--- src/rtl/gpio_evt_pkg.sv ---
package gpio_evt_pkg;

  localparam int SEL_W = 3;

  typedef enum logic [SEL_W-1:0] {
    EV_FALL = 3'd0,
    EV_RISE = 3'd1,
    EV_BOTH = 3'd2,
    EV_LOW  = 3'd3,
    EV_HIGH = 3'd4
  } ev_kind_e;

  // byte offsets inside the bank window
  localparam logic [7:0] OFS_EN   = 8'h20;
  localparam logic [7:0] OFS_DIS  = 8'h24;
  localparam logic [7:0] OFS_MASK = 8'h28;
  localparam logic [7:0] OFS_STAT = 8'h2C;

  // one line's trigger decision; prv_ok gates edges until a real history exists
  function automatic logic ev_fire(logic [SEL_W-1:0] sel, logic cur,
                                   logic prv, logic prv_ok);
    logic f;
    case (sel)
      EV_FALL: f = prv_ok & prv & ~cur;
      EV_RISE: f = prv_ok & ~prv & cur;
      EV_BOTH: f = prv_ok & (prv ^ cur);
      EV_LOW:  f = ~cur;
      EV_HIGH: f = cur;
      default: f = 1'b0;
    endcase
    return f;
  endfunction

endpackage

--- src/rtl/gpio_evt_detect.sv ---
module gpio_evt_detect import gpio_evt_pkg::*; #(
  parameter int NLINES = 32
) (
  input  logic                    clk,
  input  logic                    rst_n,
  input  logic [NLINES-1:0]       lvl,
  input  logic [NLINES*SEL_W-1:0] sel,
  output logic [NLINES-1:0]       hit
);

  logic [NLINES-1:0] prev_q;
  logic              prev_ok_q;

  always_ff @(posedge clk) begin
    if (!rst_n) begin
      prev_q    <= '0;
      prev_ok_q <= 1'b0;
    end else begin
      prev_q    <= lvl;
      prev_ok_q <= 1'b1;
    end
  end

  for (genvar i = 0; i < NLINES; i++) begin : g_line
    logic [SEL_W-1:0] s;
    assign s      = sel[i*SEL_W +: SEL_W];
    assign hit[i] = ev_fire(s, lvl[i], prev_q[i], prev_ok_q);

    AST_UNDEF_SEL: assert property (@(posedge clk) disable iff (!rst_n)
      (s > 3'd4) |-> !hit[i]);
    AST_LEVEL_HIGH: assert property (@(posedge clk) disable iff (!rst_n)
      (s == EV_HIGH && lvl[i]) |-> hit[i]);
    AST_LEVEL_LOW: assert property (@(posedge clk) disable iff (!rst_n)
      (s == EV_LOW && !lvl[i]) |-> hit[i]);
    AST_NO_EDGE_STABLE: assert property (@(posedge clk) disable iff (!rst_n)
      (s <= 3'd2 && $stable(lvl[i])) |-> !hit[i]);
  end

endmodule

--- src/rtl/gpio_evt_regs.sv ---
module gpio_evt_regs #(
  parameter int NLINES = 32
) (
  input  logic              clk,
  input  logic              rst_n,
  input  logic [NLINES-1:0] hit,
  input  logic              en_wr,
  input  logic              dis_wr,
  input  logic              stat_rd,
  input  logic [NLINES-1:0] wdata,
  output logic [NLINES-1:0] status_q,
  output logic [NLINES-1:0] mask_q
);

  always_ff @(posedge clk) begin
    if (!rst_n) begin
      status_q <= '0;
    end else if (stat_rd) begin
      status_q <= hit;               // clear, but keep this cycle's events
    end else begin
      status_q <= status_q | hit;
    end
  end

  always_ff @(posedge clk) begin
    if (!rst_n) begin
      mask_q <= '0;
    end else if (en_wr) begin
      mask_q <= mask_q | wdata;
    end else if (dis_wr) begin
      mask_q <= mask_q & ~wdata;
    end
  end

  AST_CLR_ON_READ: assert property (@(posedge clk) disable iff (!rst_n)
    (stat_rd && hit == '0) |=> (status_q == '0));
  AST_KEEP_EVENT: assert property (@(posedge clk) disable iff (!rst_n)
    (hit != '0) |=> ((status_q & $past(hit)) == $past(hit)));
  AST_MASK_EN: assert property (@(posedge clk) disable iff (!rst_n)
    en_wr |=> ((mask_q & $past(wdata)) == $past(wdata)));
  AST_MASK_DIS: assert property (@(posedge clk) disable iff (!rst_n)
    (dis_wr && !en_wr) |=> ((mask_q & $past(wdata)) == '0));
  AST_MASK_QUIET: assert property (@(posedge clk) disable iff (!rst_n)
    (!en_wr && !dis_wr) |=> $stable(mask_q));

endmodule

--- src/rtl/gpio_evt_rdport.sv ---
module gpio_evt_rdport #(
  parameter int NLINES = 32
) (
  input  logic              clk,
  input  logic              rst_n,
  input  logic              rd,
  input  logic              mask_rd,
  input  logic              stat_rd,
  input  logic [NLINES-1:0] status_q,
  input  logic [NLINES-1:0] mask_q,
  output logic [NLINES-1:0] rdata
);

  logic [NLINES-1:0] rsel;

  always_comb begin
    if (mask_rd)      rsel = mask_q;
    else if (stat_rd) rsel = status_q;
    else              rsel = '0;
  end

  always_ff @(posedge clk) begin
    if (!rst_n)  rdata <= '0;
    else if (rd) rdata <= rsel;
  end

  AST_RD_MASK: assert property (@(posedge clk) disable iff (!rst_n)
    mask_rd |=> (rdata == $past(mask_q)));
  AST_RD_STAT: assert property (@(posedge clk) disable iff (!rst_n)
    stat_rd |=> (rdata == $past(status_q)));

endmodule

--- src/rtl/gpio_evt_bank.sv ---
module gpio_evt_bank import gpio_evt_pkg::*; #(
  parameter int NLINES = 32,
  parameter int ADDR_W = 8
) (
  input  logic                    clk,
  input  logic                    rst_n,
  input  logic [NLINES-1:0]       line_lvl,
  input  logic [NLINES*SEL_W-1:0] evt_sel,
  input  logic                    bus_wr,
  input  logic                    bus_rd,
  input  logic [ADDR_W-1:0]       bus_addr,
  input  logic [NLINES-1:0]       bus_wdata,
  output logic [NLINES-1:0]       bus_rdata,
  output logic                    irq
);

  localparam logic [ADDR_W-1:0] A_EN   = ADDR_W'(OFS_EN);
  localparam logic [ADDR_W-1:0] A_DIS  = ADDR_W'(OFS_DIS);
  localparam logic [ADDR_W-1:0] A_MASK = ADDR_W'(OFS_MASK);
  localparam logic [ADDR_W-1:0] A_STAT = ADDR_W'(OFS_STAT);

  // named decode events
  logic en_wr, dis_wr, mask_rd, stat_rd;
  assign en_wr   = bus_wr && (bus_addr == A_EN);
  assign dis_wr  = bus_wr && (bus_addr == A_DIS);
  assign mask_rd = bus_rd && (bus_addr == A_MASK);
  assign stat_rd = bus_rd && (bus_addr == A_STAT);

  logic [NLINES-1:0] hit, status_q, mask_q;

  gpio_evt_detect #(.NLINES(NLINES)) u_detect (
    .clk   (clk),
    .rst_n (rst_n),
    .lvl   (line_lvl),
    .sel   (evt_sel),
    .hit   (hit)
  );

  gpio_evt_regs #(.NLINES(NLINES)) u_regs (
    .clk      (clk),
    .rst_n    (rst_n),
    .hit      (hit),
    .en_wr    (en_wr),
    .dis_wr   (dis_wr),
    .stat_rd  (stat_rd),
    .wdata    (bus_wdata),
    .status_q (status_q),
    .mask_q   (mask_q)
  );

  gpio_evt_rdport #(.NLINES(NLINES)) u_rdport (
    .clk      (clk),
    .rst_n    (rst_n),
    .rd       (bus_rd),
    .mask_rd  (mask_rd),
    .stat_rd  (stat_rd),
    .status_q (status_q),
    .mask_q   (mask_q),
    .rdata    (bus_rdata)
  );

  assign irq = |(status_q & mask_q);

  AST_IRQ_GATED: assert property (@(posedge clk) disable iff (!rst_n)
    (mask_q == '0) |-> !irq);
  AST_IRQ_RISE_CAUSE: assert property (@(posedge clk) disable iff (!rst_n)
    $rose(irq) |-> (status_q != '0));

endmodule

--- config.mk ---
export PLATFORM = sky130hd
export DESIGN_NAME = gpio_evt_bank
export DESIGN_NICKNAME = d
export VERILOG_FILES = /design/src/rtl/gpio_evt_pkg.sv /design/src/rtl/gpio_evt_detect.sv /design/src/rtl/gpio_evt_regs.sv /design/src/rtl/gpio_evt_rdport.sv /design/src/rtl/gpio_evt_bank.sv
export SDC_FILE = /design/constraint.sdc
export NUM_CORES = 1
export LEC_CHECK = 0
export ABC_AREA = 1
export BUFFER_PORTS_ARGS = -buffer_cell sky130_fd_sc_hd__buf_2
export CAP_MARGIN = 20
export CORE_MARGIN = 4
export CORE_UTILIZATION = 34
export DETAILED_ROUTE_END_ITERATION = 7
export PLACE_DENSITY = 0.65
export SYNTH_ARGS = -nofsm -noshare
export SYNTH_HDL_FRONTEND = slang
export SYNTH_SLANG_ARGS = --single-unit
--- constraint.sdc ---
create_clock -name clk -period 2.2 [get_ports clk]
set_input_delay 0.11 -clock clk [delete_from_list [all_inputs] [get_ports clk]]
set_output_delay 0.11 -clock clk [all_outputs]
set_load 0.02 [all_outputs]
==> summary.md, run 1 <==
| Metric | Value |
|---|---|
| Status | `finished clean` |
| CP arrival | `1450 ps` |
| Cell taking the most area after synthesis | `dfxtp_1` |
| Die footprint | `between 20000 and 25000 um2` |
| Final worst-path cycle share | `70.73%` |
| Comb pwr share | `about 15%` |
| Hpwl dp | `roughly 16000 um` |
| Synth Area in Simple Gates | `between 40% and 50%` |
| CTS buffer count | `17` |
| Fin util | `about 46%` |
| # fillers | `roughly 2200` |
| Mapped Area | `about 7300 um2` |
| Initial DRT Pass Iterations | `8` |
| Mapped Nets | `around 1400` |
| Cell row count | `53` |
| CP most frequent cell | `nand4_1` |
| Clk slew on worst S/H paths | `~60 ps` |
| Slowest cell on crit path | `dfxtp_1` |
| Critical path fanouts, max | `3` |
| Post-Synth XOR/XNOR Area | `0%` |
| Hold path endpoint | `u_regs.status_q[16]$_SDFF_PN0_` |
| Vias per cell | `4.624` |
| CP endpoint kind | `output port` |
| Most frequent cells in the layout | `nand2_1 (389), nand3_1 (255), buf_2 (204)` |
| Internal power | `~4.6 mW` |
| Final Hold Viols | `0` |
| CTS root buffer | `clkbuf_16` |
| Grt ovf | `0` |
| Design Power | `approximately 6.3 mW` |
| DRC Markers | `0` |
| I/O pin count | `205` |
| Vias in the first global route | `approximately 7800` |
| Reg2reg end | `u_regs.status_q[4]$_SDFF_PN0_` |
| GRT Util Overall | `19.05%` |
| Seq cells post-synth | `~130` |
| Pwr Density | `about 640 nW/um2` |
| CP delay by family, top | `simple AND/OR/NAND/NOR gates` |
| Synth top area share | `between 30% and 40%` |
| Sequential share of power | `between 40% and 50%` |
| Num Clock Sinks | `between 100 and 150` |
| Worst IR drop on VDD | `about 0.46 mV` |
| Largest net degree at the start of global routing | `65` |
| Hold Path Class | `in -> reg` |
| Warnings, synthesis | `0` |
| Switching share of power | `between 20% and 30%` |
| P&R area growth vs syn | `33.33%` |
| Crit path time final | `about 1600 ps` |
| Slew HR | `slightly above 50%` |
| Later-pin clock latency in the skew report | `~410 ps` |
| Kind of critical path | `reg -> out` |
| Port-buffer cells | `roughly 200` |
| Crit path launch type | `register` |
| Worst-margin pin slew | `a little over 700 ps` |
| RR Startpoint | `u_detect.prev_ok_q$_DFF_P_` |
| Storage cell area | `~2600 um2` |
| Avg Inst Size Synth | `between 5 and 6 um2` |
| Starting Density | `34.64%` |
| Largest family of logic cells by synthesized area | `simple AND/OR/NAND/NOR gates` |
| WL final | `approximately 23000 um` |
| Cells along the critical path | `nand2_1, nand4_1, nor2_1, nand4_1, buf_2` |
| Mux contribution to synthesized area | `0%` |
| Max cap viols | `0` |
| Core area | `roughly 21000 um2` |
| GPL Wtd Cong | `between 0.8 and 0.9` |
| R2R cell count | `7` |
| Switch Pwr | `1.628 mW` |
| Post-CTS Setup Bufs | `0` |
| Post-DR wirelength/cell | `around 13 um` |
| Setup TNS | `0 ps` |
| Number of cells produced by synthesis | `approximately 1200` |
| P_leak | `roughly 5.3 nW` |
| CP peak stage delay | `~340 ps` |
| CTS tree | `built` |
| Commonest non-fill, non-tap cell in the layout | `nand2_1` |
| Clk buf depth | `2` |
| Setup Skew | `between 7 and 8 ps` |
| H-tree depth | `4` |
| RSZ-0062 raised after global routing | `no` |
| Netlist cell types | `19` |
| First-pass GRT wire length | `approximately 37000 um` |
| Clock power share | `between 40% and 50%` |
| Final ANT Viol Nets | `0` |
| Antenna violations before repair | `2` |
| Layout cells sized above 1 | `16.78%` |
| Final nets | `about 1700` |
| Die H | `approximately 150 um` |
| Area contributors post-synth | `dfxtp_1 (35%), nand2_1 (20%), nand3_1 (17%)` |
| # setup viols final | `0` |
| Adder-Cell Fraction of Synth Area | `0%` |
| Die W | `154.6 um` |
| Max-slew violations | `0` |
| Sequential share of the synthesized area | `35.35%` |
| Multi-input gate area | `about 3700 um2` |
| Peak Freq | `approximately 0.64 GHz` |
| Detailed Route Iter0 Violations | `433` |
| WHS | `25.36 ps` |
| Hold Path Depth | `4` |
| Placed inst area | `8526 um2` |
| Vias | `between 8000 and 9000` |
| Min-delay src | `evt_sel[50]` |
| R2R setup slack | `800 ps` |
| Critical Path RT | `2090 ps` |
| Post-synthesis compound-gate area fraction | `under 10%` |
| Design area | `between 9000 and 10000 um2` |
| Buf/Inv on CP | `1` |
## area by class of cell
cell class | instances | area share, %
clock buffer | 24 | 5.048
inverter | 201 | 7.759
tap | 275 | 3.532
antenna | 1 | 0.02569
sequential | 129 | 26.51
clock inverter | 6 | 0.8221
multi-input combinational | 860 | 37.78
timing repair buffer | 282 | 18.52
## tightest hold or removal path: stages
cell,delay [ps]
buf_2,110
nand2_1,50
nand3_1,70
a21oi_1,50
## Yosys cell counts
cell / n
dfxtp_1: 129
clkinv_1: 1
nand2_2: 1
buf_6: 6
nor3_2: 1
buf_1: 6
buf_2: 28
a21oi_1: 65
clkbuf_4: 3
nand2_1: 389
nor2_2: 1
nand3_1: 255
nor2_1: 137
inv_1: 199
nand4_1: 9
clkbuf_1: 12
nor2_4: 1
inv_2: 1
o21ai_0: 1
## metrics by stage
stage / worst slack, ps / cells
finish: 644.0 / 1778
global route: 557.1 / 1778
CTS: 645.8 / 1777
detailed placement: 709.3 / 1683
global placement: 722.9 / 1683
floorplan: 1125 / 1245
## worst max-delay path by stage
stage,start,endpoint,slack [ps],cells after the start
4_1_cts,u_regs.status_q[27]$_SDFF_PN0_,irq,650,5
2_1_floorplan,u_detect.prev_ok_q$_DFF_P_,u_regs.status_q[1]$_SDFF_PN0_,1120,8
3_3_place_gp,bus_addr[7],u_regs.status_q[10]$_SDFF_PN0_,720,9
6_report,u_regs.status_q[27]$_SDFF_PN0_,irq,640,5
3_5_place_dp,bus_addr[7],u_regs.status_q[7]$_SDFF_PN0_,710,9
5_1_grt,u_regs.status_q[27]$_SDFF_PN0_,irq,560,5
## cell families after synthesis
logic type | after synthesis
buffers and inverters | 256
AND/OR/NAND/NOR | 794
AO/OA/AOI/OAI | 66
flip-flops | 129
## per-layer routing
metal / vias to the layer above / routed length [um] / share of wire (%) / track usage [%]
met2: 248 / 10820 / 47 / 32.43
met1: 3608 / 10330 / 45 / 24.23
li1: 4344 / - / - / -
met4: 2 / 340 / 1.5 / 5.509
met5: - / 12 / 0.052 / 0
met3: 20 / 1480 / 6.4 / 4.225
## repair_timing
action | 4_1_cts | 5_1_grt
hold buffers | 64 | 0
setup endpoints to repair | 0 | 0
endpoints found under the hold margin | 64 | 0
resized for setup | 0 | 0
## power groups by stage
| stage | Clock [mW] | Combinational [mW] | Sequential [mW] |
|---|---|---|---|
| CTS | 2.84 | 0.949 | 2.54 |
| global placement | 0 | 0.843 | 2.59 |
| detailed placement | 0 | 0.856 | 2.59 |
| floorplan | 0 | 0.477 | 2.59 |
| finish | 2.77 | 0.946 | 2.54 |
| global route | 2.95 | 1.08 | 2.55 |
(Power assumes the default switching activity.)
==> inputs of run 2 (changes only) <==
clock period = 1.55 ns   (was 2.2 ns; I/O delays follow)
==> run 2 against run 1 <==
  * Via count rose by 2.5%
  * Worst hold slack got worse by 8.1 ps
  * Design area grew 2.9%
  * First-iteration DRC count rose by 13%
  * Clock-buffer cell count down 5
  * Die area unchanged
  * Highest routed layer is now met4
==> summary.md, run 2 (same netlist as run 1, synthesis figures left out) <==
| Metric | Value |
|---|---|
| Later-pin clock latency in the skew report | `410 ps (about the same)` |
| Crit path launch type | `register` |
| Final worst-path cycle share | `between 90% and 100%` |
| Slew HR | `52.45% (+0.68 points)` |
| Status | `finished clean` |
| Pwr Density | `896.0 nW/um2 (+39%)` |
| Setup Skew | `7.249 ps (-0.5530 ps)` |
| Vias in the first global route | `8137 (+4.0%)` |
| Num Clock Sinks | `129 (unchanged)` |
| Clk slew on worst S/H paths | `60 ps (about the same)` |
| Clk buf depth | `2 (unchanged)` |
| First-pass GRT wire length | `38170 um (+2.8%)` |
| Peak Freq | `0.6764 GHz` |
| Die footprint | `23900 um2 (unchanged)` |
| Port-buffer cells | `204 (unchanged)` |
| Die H | `154.6 um (unchanged)` |
| Starting Density | `34.64% (unchanged)` |
| Hold Path Class | `in -> reg` |
| I/O pin count | `205 (unchanged)` |
| Kind of critical path | `reg -> out` |
| WL final | `23230 um (+1.1%)` |
| Worst IR drop on VDD | `0.7983 mV (+75%)` |
| Die W | `154.6 um (unchanged)` |
| Hpwl dp | `16160 um (+0.91%)` |
| R2R setup slack | `330 ps (-470 ps)` |
| Initial DRT Pass Iterations | `5 (-3)` |
| Final ANT Viol Nets | `0 (unchanged)` |
| Cell row count | `53 (unchanged)` |
| Critical Path RT | `1470 ps (-620 ps)` |
| Core area | `21090 um2 (unchanged)` |
| Largest net degree at the start of global routing | `65 (unchanged)` |
| Most frequent cells in the layout | `nand2_1 (381), nand3_1 (255), buf_2 (203)` |
| Max-slew violations | `0 (unchanged)` |
| Worst-margin pin slew | `713.2 ps (-10.23 ps)` |
| CTS tree | `built` |
| P&R area growth vs syn | `37.18%` |
| Fin util | `47.53% (+1.3 points)` |
| Final Hold Viols | `0 (unchanged)` |
| Post-DR wirelength/cell | `12.92 um (about the same)` |
| Post-CTS Setup Bufs | `0 (unchanged)` |
| P_leak | `5.411 nW (+1.6%)` |
| Critical path fanouts, max | `3 (unchanged)` |
| DRC Markers | `0 (unchanged)` |
| Grt ovf | `0 (unchanged)` |
| Vias per cell | `4.687 (+1.4%)` |
| Layout cells sized above 1 | `18.15% (+1.4 points)` |
| Detailed Route Iter0 Violations | `490 (+13%)` |
| CP arrival | `1400 ps (-50 ps)` |
| GPL Wtd Cong | `0.8258 (-2.1%)` |
| H-tree depth | `4 (unchanged)` |
| Antenna violations before repair | `2 (unchanged)` |
| Vias | `8428 (+2.5%)` |
| CP endpoint kind | `output port` |
| # setup viols final | `0 (unchanged)` |
| GRT Util Overall | `19.46% (+0.41 points)` |
| # placed instances | `1685 (+0.12%)` |
| Non-Filler Instances | `1798 (+1.1%)` |
| CTS buffer count | `17 (unchanged)` |
| Commonest non-fill, non-tap cell in the layout | `nand2_1` |
| Crit path time final | `1478 ps` |
| CTS root buffer | `clkbuf_16` |
| Final nets | `1680 (+1.0%)` |
| Max cap viols | `0 (unchanged)` |
## run 2: worst paths after layout
path	startpoint	to	cells after the start
worst min-delay path	evt_sel[80]	u_regs.status_q[26]$_SDFF_PN0_	4
worst max register to register	u_detect.prev_ok_q$_DFF_P_	u_regs.status_q[10]$_SDFF_PN0_	7
worst max-delay path	u_regs.status_q[31]$_SDFF_PN0_	irq	5
worst min register to register	register	register	2
## run 2: routing by layer
metal | up-vias | GRT usage [%] | routed length [um]
met4 | 0 | 7.149 | 505
li1 | 4390 | - | -
met1 | 3743 | 24.85 | 10410
met5 | - | 0 | 0
met3 | 29 | 3.889 | 1495
met2 | 266 | 32.57 | 10820
## run 2: worst max-delay path, stage by stage (launching register included)
cell	delay, ps
dfxtp_2	350
nand2_1	80
nand4_1	130
nor2_2	140
nand4_1	120
buf_6	160
## run 2: area by class of cell
type / instances / area (um2)
Antenna cell: 2 / 5.005
Clock buffer: 19 / 442.9
Clock inverter: 13 / 138.9
Fill cell: 2209 / 11070
Inverter: 201 / 755.7
Multi-Input combinational cell: 860 / 3705
Sequential cell: 129 / 2592
Tap cell: 275 / 344.1
Timing Repair Buffer: 299 / 2038
## run 2: where the power goes
part | switching (mW) | internal [mW] | total [mW]
Clock | 1.57 | 2.41 | 3.97
Combinational | 0.775 | 0.620 | 1.40
Sequential | 0.127 | 3.49 | 3.61
## run 2: what timing repair did
item,in CTS,in global routing
gates resized for setup,0,20
hold buffers,79,0
setup endpoints to repair,0,1
hold endpoints to repair,79,0
## run 2: stage by stage
| step | instance area [um2] | TNS [ps] | hold WS [ps] | total power [mW] | setup slack [ps] |
|---|---|---|---|---|---|
| after floorplan | 7306 | 0 | 105.2 | 4.357 | 474.5 |
| after global placement | 8603 | 0 | 267.9 | 4.893 | 329.2 |
| after detailed placement | 8603 | 0 | 276.0 | 4.913 | 336.5 |
| after CTS | 9976 | 0 | 2.941 | 9.093 | 18.96 |
| after global routing | 10020 | -2.119 | 36.73 | 9.441 | -2.119 |
| final | 10020 | 0 | 17.22 | 8.979 | 71.59 |
